==> src/rtl/stld_pkg.sv <==
package stld_pkg;
  localparam int DEF_BASE_W = 8;
  localparam int DEF_OFF_W  = 16;
  localparam int DEF_SIZE_W = 8;
  localparam int DEF_DEPTH  = 4;
endpackage

==> src/rtl/stld_entry_file.sv <==
module stld_entry_file #(
  parameter int BASE_W = stld_pkg::DEF_BASE_W,
  parameter int OFF_W  = stld_pkg::DEF_OFF_W,
  parameter int SIZE_W = stld_pkg::DEF_SIZE_W,
  parameter int DEPTH  = stld_pkg::DEF_DEPTH,
  localparam int CNT_W = $clog2(DEPTH + 1),
  localparam int IDX_W = (DEPTH > 1) ? $clog2(DEPTH) : 1
) (
  input  logic                          clk,
  input  logic                          rst,
  input  logic                          wr_req,
  input  logic                          clr,
  input  logic [BASE_W-1:0]             wr_base,
  input  logic [OFF_W-1:0]              wr_off,
  input  logic [SIZE_W-1:0]             wr_size,
  output logic [DEPTH-1:0][BASE_W-1:0]  rd_base,
  output logic [DEPTH-1:0][OFF_W-1:0]   rd_off,
  output logic [DEPTH-1:0][SIZE_W-1:0]  rd_size,
  output logic [DEPTH-1:0]              rd_live,
  output logic [CNT_W-1:0]              count
);
  logic [BASE_W-1:0] mem_base [DEPTH];
  logic [OFF_W-1:0]  mem_off  [DEPTH];
  logic [SIZE_W-1:0] mem_size [DEPTH];
  logic              room;
  logic              do_wr;

  assign room  = (count < CNT_W'(DEPTH));
  assign do_wr = wr_req && !clr && room;

  // Storage without reset so it maps onto plain RAM bits
  always_ff @(posedge clk) begin
    if (do_wr) begin
      mem_base[IDX_W'(count)] <= wr_base;
      mem_off[IDX_W'(count)]  <= wr_off;
      mem_size[IDX_W'(count)] <= wr_size;
    end
  end

  always_ff @(posedge clk) begin
    if (rst || clr)
      count <= '0;
    else if (do_wr)
      count <= count + CNT_W'(1);
  end

  generate
    for (genvar i = 0; i < DEPTH; i++) begin : g_rd
      assign rd_base[i] = mem_base[i];
      assign rd_off[i]  = mem_off[i];
      assign rd_size[i] = mem_size[i];
      assign rd_live[i] = (CNT_W'(i) < count);
    end
  endgenerate


  cnt_hold_chk: assert property (@(posedge clk) disable iff (rst)
    (!wr_req && !clr) |=> $stable(count));
endmodule

==> src/rtl/stld_range_cmp.sv <==
module stld_range_cmp #(
  parameter int BASE_W = stld_pkg::DEF_BASE_W,
  parameter int OFF_W  = stld_pkg::DEF_OFF_W,
  parameter int SIZE_W = stld_pkg::DEF_SIZE_W,
  localparam int SUM_W = OFF_W + 1
) (
  input  logic              en,
  input  logic [BASE_W-1:0] s_base,
  input  logic [OFF_W-1:0]  s_off,
  input  logic [SIZE_W-1:0] s_size,
  input  logic [BASE_W-1:0] l_base,
  input  logic [OFF_W-1:0]  l_off,
  input  logic [SIZE_W-1:0] l_size,
  output logic              hit
);
  logic signed [SUM_W-1:0] so, lo, s_end, l_end;
  logic                    same_base, below, ovl;

  always_comb begin
    so        = {s_off[OFF_W-1], s_off};
    lo        = {l_off[OFF_W-1], l_off};
    s_end     = so + $signed({{(SUM_W-SIZE_W){1'b0}}, s_size});
    l_end     = lo + $signed({{(SUM_W-SIZE_W){1'b0}}, l_size});
    same_base = (s_base == l_base);
    below     = (so < lo);
    if (so == lo)
      ovl = 1'b1;
    else if (below)
      ovl = (s_end > lo);
    else
      ovl = (l_end > so);
    hit = en && same_base && ovl;
  end
endmodule

==> src/rtl/stld_overlap_guard.sv <==
module stld_overlap_guard #(
  parameter int BASE_W = stld_pkg::DEF_BASE_W,
  parameter int OFF_W  = stld_pkg::DEF_OFF_W,
  parameter int SIZE_W = stld_pkg::DEF_SIZE_W,
  parameter int DEPTH  = stld_pkg::DEF_DEPTH,
  localparam int CNT_W = $clog2(DEPTH + 1)
) (
  input  logic              clk,
  input  logic              rst,
  input  logic              st_valid,
  input  logic [BASE_W-1:0] st_base,
  input  logic [OFF_W-1:0]  st_off,
  input  logic [SIZE_W-1:0] st_size,
  input  logic              ld_valid,
  input  logic [BASE_W-1:0] ld_base,
  input  logic [OFF_W-1:0]  ld_off,
  input  logic [SIZE_W-1:0] ld_size,
  input  logic              grp_clear,
  output logic              conflict,
  output logic [CNT_W-1:0]  st_count
);
  logic [DEPTH-1:0][BASE_W-1:0] e_base;
  logic [DEPTH-1:0][OFF_W-1:0]  e_off;
  logic [DEPTH-1:0][SIZE_W-1:0] e_size;
  logic [DEPTH-1:0]             e_live;
  logic [DEPTH-1:0]             e_hit;

  stld_entry_file #(
    .BASE_W(BASE_W), .OFF_W(OFF_W), .SIZE_W(SIZE_W), .DEPTH(DEPTH)
  ) u_file (
    .clk(clk), .rst(rst), .wr_req(st_valid), .clr(grp_clear),
    .wr_base(st_base), .wr_off(st_off), .wr_size(st_size),
    .rd_base(e_base), .rd_off(e_off), .rd_size(e_size),
    .rd_live(e_live), .count(st_count)
  );

  generate
    for (genvar i = 0; i < DEPTH; i++) begin : g_cmp
      stld_range_cmp #(
        .BASE_W(BASE_W), .OFF_W(OFF_W), .SIZE_W(SIZE_W)
      ) u_cmp (
        .en(ld_valid && e_live[i]),
        .s_base(e_base[i]), .s_off(e_off[i]), .s_size(e_size[i]),
        .l_base(ld_base), .l_off(ld_off), .l_size(ld_size),
        .hit(e_hit[i])
      );
    end
  endgenerate

  assign conflict = |e_hit;


  conf_gate_chk: assert property (@(posedge clk) disable iff (rst)
    conflict |-> (ld_valid && st_count != '0));

  cnt_bound_chk: assert property (@(posedge clk) disable iff (rst)
    st_count <= CNT_W'(DEPTH));

  grp_clr_chk: assert property (@(posedge clk) disable iff (rst)
    grp_clear |=> (st_count == '0));

  st_inc_chk: assert property (@(posedge clk) disable iff (rst)
    (st_valid && !grp_clear && st_count < CNT_W'(DEPTH))
      |=> (st_count == $past(st_count) + CNT_W'(1)));
endmodule

==> config.mk <==
export PLATFORM = sky130hd
export DESIGN_NAME = stld_overlap_guard
export DESIGN_NICKNAME = d
export VERILOG_FILES = /design/src/rtl/stld_pkg.sv /design/src/rtl/stld_entry_file.sv /design/src/rtl/stld_range_cmp.sv /design/src/rtl/stld_overlap_guard.sv
export SDC_FILE = /design/constraint.sdc
export NUM_CORES = 1
export LEC_CHECK = 0
export ABC_AREA = 0
export ABC_CLOCK_PERIOD_IN_PS = 6500
export CAP_MARGIN = 40
export CORE_MARGIN = 2
export CORE_UTILIZATION = 60
export CTS_BUF_LIST = sky130_fd_sc_hd__clkbuf_8
export CTS_CLUSTER_SIZE = 20
export DETAILED_ROUTE_END_ITERATION = 16
export GPL_TIMING_DRIVEN = 0
export PLACE_DENSITY_LB_ADDON = 0.3
export SLEW_MARGIN = 10
export SYNTH_ARGS = -nofsm -noshare
export SYNTH_HDL_FRONTEND = slang
export SYNTH_SLANG_ARGS = --single-unit
==> constraint.sdc <==
create_clock -name clk -period 6.5 [get_ports clk]
set_clock_uncertainty 0.1 [all_clocks]
set_input_delay 0.975 -clock clk [delete_from_list [all_inputs] [get_ports clk]]
set_output_delay 0.975 -clock clk [all_outputs]
set_load 0.1 [all_outputs]
==> run metrics <==
Synth Cell Area=0.0113 mm²; worst setup path endpoint=conflict; largest net degree at the start of global routing=33; RD Place Congestion=0.945; Clock Tree Root=clkbuf_8; leak pwr=0.00563 µW; Layout Nets=1,549; max frequency=154 MHz; PwrDens=161 mW/mm²; clock slew at reported path FFs=0.07 ns; synthesized netlist cell count=1,120; commonest non-fill, non-tap cells in the layout=ha_1, edfxtp_1, inv_1; syn nets=1,438; Detail Placement HPWL=23,600 µm; max_cap viols=0; Yosys top cell by area=edfxtp_1; CP Launch Type=input port; Buffers on Ports=72; peak supply drop=283 µV; share of cells above drive strength 1=8.04%; Final Non-Filler Cells=1,478; Clk Latency, worst-skew pair=0.45 ns; clock tree sinks=131; starting density of the core=60.8%; vias post-DR=9,186; status=finished, final reports clean; endpoints failing setup=0; endpoints failing hold=0; Crit Path Category=input port to output port; gr ovfl total=0; Die Ht=141 µm; crit path capture type=output port; initial drt markers=751; asr flop ratio synth=0%; total CTS buffers=17; sequential area share after synthesis=34.6%; Final period util=100%; setup_tns=0 ns; DRT Wirelength=30,100 µm; post-route ant nets=0; commonest non-fill, non-tap cell in the layout=ha_1; hold slack final=0.511 ns; DIE WIDTH=141 µm; TritonCTS clock tree=yes; Final Instance Area=0.0132 mm²; global-route wire length before repair=45,700 µm; die area=0.0199 mm²; top cells by area, synth=edfxtp_1, ha_1, xnor2_1, inv_1, a21oi_1; DRC viols=0; htree depth=4; Synth Register Bits=131; min cycle time layout=6.50 ns; Worst Path Arrival=5.42 ns; Crit Reg-Reg Endpoint=u_file.mem_off[2][4]; Post-DP Area=0.0124 mm²; Slew Limit Fails=0; total number of yosys warnings=0; worst-margin pin slew=0.847 ns; Fill cells=1,371; WL/cell=20.4 µm; diodes inserted=0; Core ar.=0.0186 mm²; Initial DRT Pass Iterations=5; Slew HR=43.5%; Bufs on Longest Clock Path=2; FF-to-FF Start=u_file.count[2]; Post-synth EDFFs=128; vias in the first global route=9,011; GRT Total Usage=30.2%; initial antenna violation count=0; Worst R2R Path Depth=2; Req. time, crit path=5.42 ns; Area Growth Syn to Fin=16.5%; Critical path origin=ld_off[0]; Hold Path Class=flop to flop; Inst Count DP=1,432; Vias/cell=6.22; Rows=50; worst reg2reg setup slack=4.13 ns; Core Util, Final=70.8%; syn_area_per_cell=10.1 µm²; io pins=73; CP max FO=9; Synth Flop Type=edfxtp_1; library cells used by synthesis=57; Synth top area share=34.0%
==> critical path, stage by stage <==
cell             delay [ns]
clkdlybuf4s18_2        0.41
ha_2                   0.26
inv_1                  0.05
fa_2                   0.35
nor2b_2                0.14
o21ai_2                0.08
a21boi_2               0.18
o21ai_2                0.09
a21oi_2                0.17
nand4_1                0.15
nor3_2                 0.29
xnor2_2                0.10
buf_4                  0.17
buf_4                  0.14
ha_1                   0.28
nand4_1                0.16
o41ai_2                0.41
a31oi_1                0.09
o21ai_0                0.26
o311ai_0               0.19
nand4_1                0.27
buf_12                 0.21
==> synthesized netlist by cell type, types with 3 or more instances <==
master	instances
nand2_1	53
a21oi_1	80
a211o_1	3
a211oi_1	9
or3_1	5
and3_1	3
a211oi_2	3
o21a_1	7
a21boi_0	4
nor2_1	75
ha_1	244
a31oi_1	5
a21o_1	32
o2111ai_1	5
xnor2_1	74
inv_1	123
o41ai_1	4
nand2b_1	4
and4_1	3
a21boi_1	4
nor3_1	19
edfxtp_1	128
and2_1	8
o311ai_0	3
xor2_1	22
o21ai_0	41
nand4_1	44
nand3_1	26
nor2b_1	17
o31ai_1	4
fa_1	5
o21ai_1	7
a2111oi_0	3
dfxtp_1	3
or2_2	3
o211ai_1	12
nor4_1	10
==> stage by stage <==
step | total power [µW] | setup WS (ns)
after global routing | 2210 | -0.115
after CTS | 2100 | 0.0403
after detailed placement | 1420 | -1.34
final | 2120 | 0.00149
after global placement | 1390 | -1.55
after floorplan | 1250 | 0.431
==> state kept, by name, summed over array words and instances (netlist names) <==
name / flops
u_file.mem_size: 32
u_file.count: 3
u_file.mem_base: 32
u_file.mem_off: 64
==> power by group <==
group          total [µW]  switching (µW)  internal [µW]  leakage, µW
Combinational         486             278            209      0.00425
Sequential            948            8.85            939      0.00119
Clock                 688             346            342     0.000194
Total                2120             633           1490      0.00563
==> timing repair <==
action / 4_1_cts / 5_1_grt
hold buffers: 0 / 0
hold endpoints to repair: 0 / 0
pin swaps: 7 / 16
resized for setup: 13 / 40
setup buffers: 6 / 8
setup endpoints to repair: 1 / 1
==> worst min path at each step <==
stage / from / to / cells past startpoint
6_report: u_file.count[2] / u_file.count[2] / 2
5_1_grt: u_file.count[2] / u_file.count[2] / 2
3_3_place_gp: u_file.count[2] / u_file.count[2] / 2
4_1_cts: u_file.count[2] / u_file.count[2] / 2
2_1_floorplan: u_file.count[2] / u_file.count[2] / 2
3_5_place_dp: u_file.count[2] / u_file.count[2] / 2
==> per-layer routing <==
layer  global-route usage, %  share of wire, %  vias to the layer above
li1                        -                 -                     4393
met1                    36.7                41                     4407
met2                    53.7                50                      316
met3                    4.48               6.2                       70
met4                    12.6               3.3                        0
met5                       0                 0                        -
==> cell type report <==
class / instances / area (µm²) / area share [%]
multi-input combinational: 865 / 7180 / 54.5
sequential: 131 / 3900 / 29.7
timing repair buffer: 92 / 925 / 7.03
inverter: 123 / 465 / 3.54
tap: 234 / 293 / 2.23
clock buffer: 17 / 234 / 1.78
clock inverter: 15 / 158 / 1.20
buffer: 1 / 3.75 / 0.0285
==> cells by family (layout without fill, tap and decap cells) <==
logic type / count (synthesis) / in the layout / synth area share, %
xor gates and xnor gates: 96 / 96 / 7.44
adders and majority gates: 249 / 249 / 27.9
DFF: 131 / 131 / 34.6
and+or+nand+nor: 277 / 277 / 12.1
AOI/OAI and AO/OA: 242 / 242 / 13.7
muxes: 1 / 1 / 0.0886
buffers and inverters: 124 / 248 / 4.12
(Power assumes the default switching activity.)
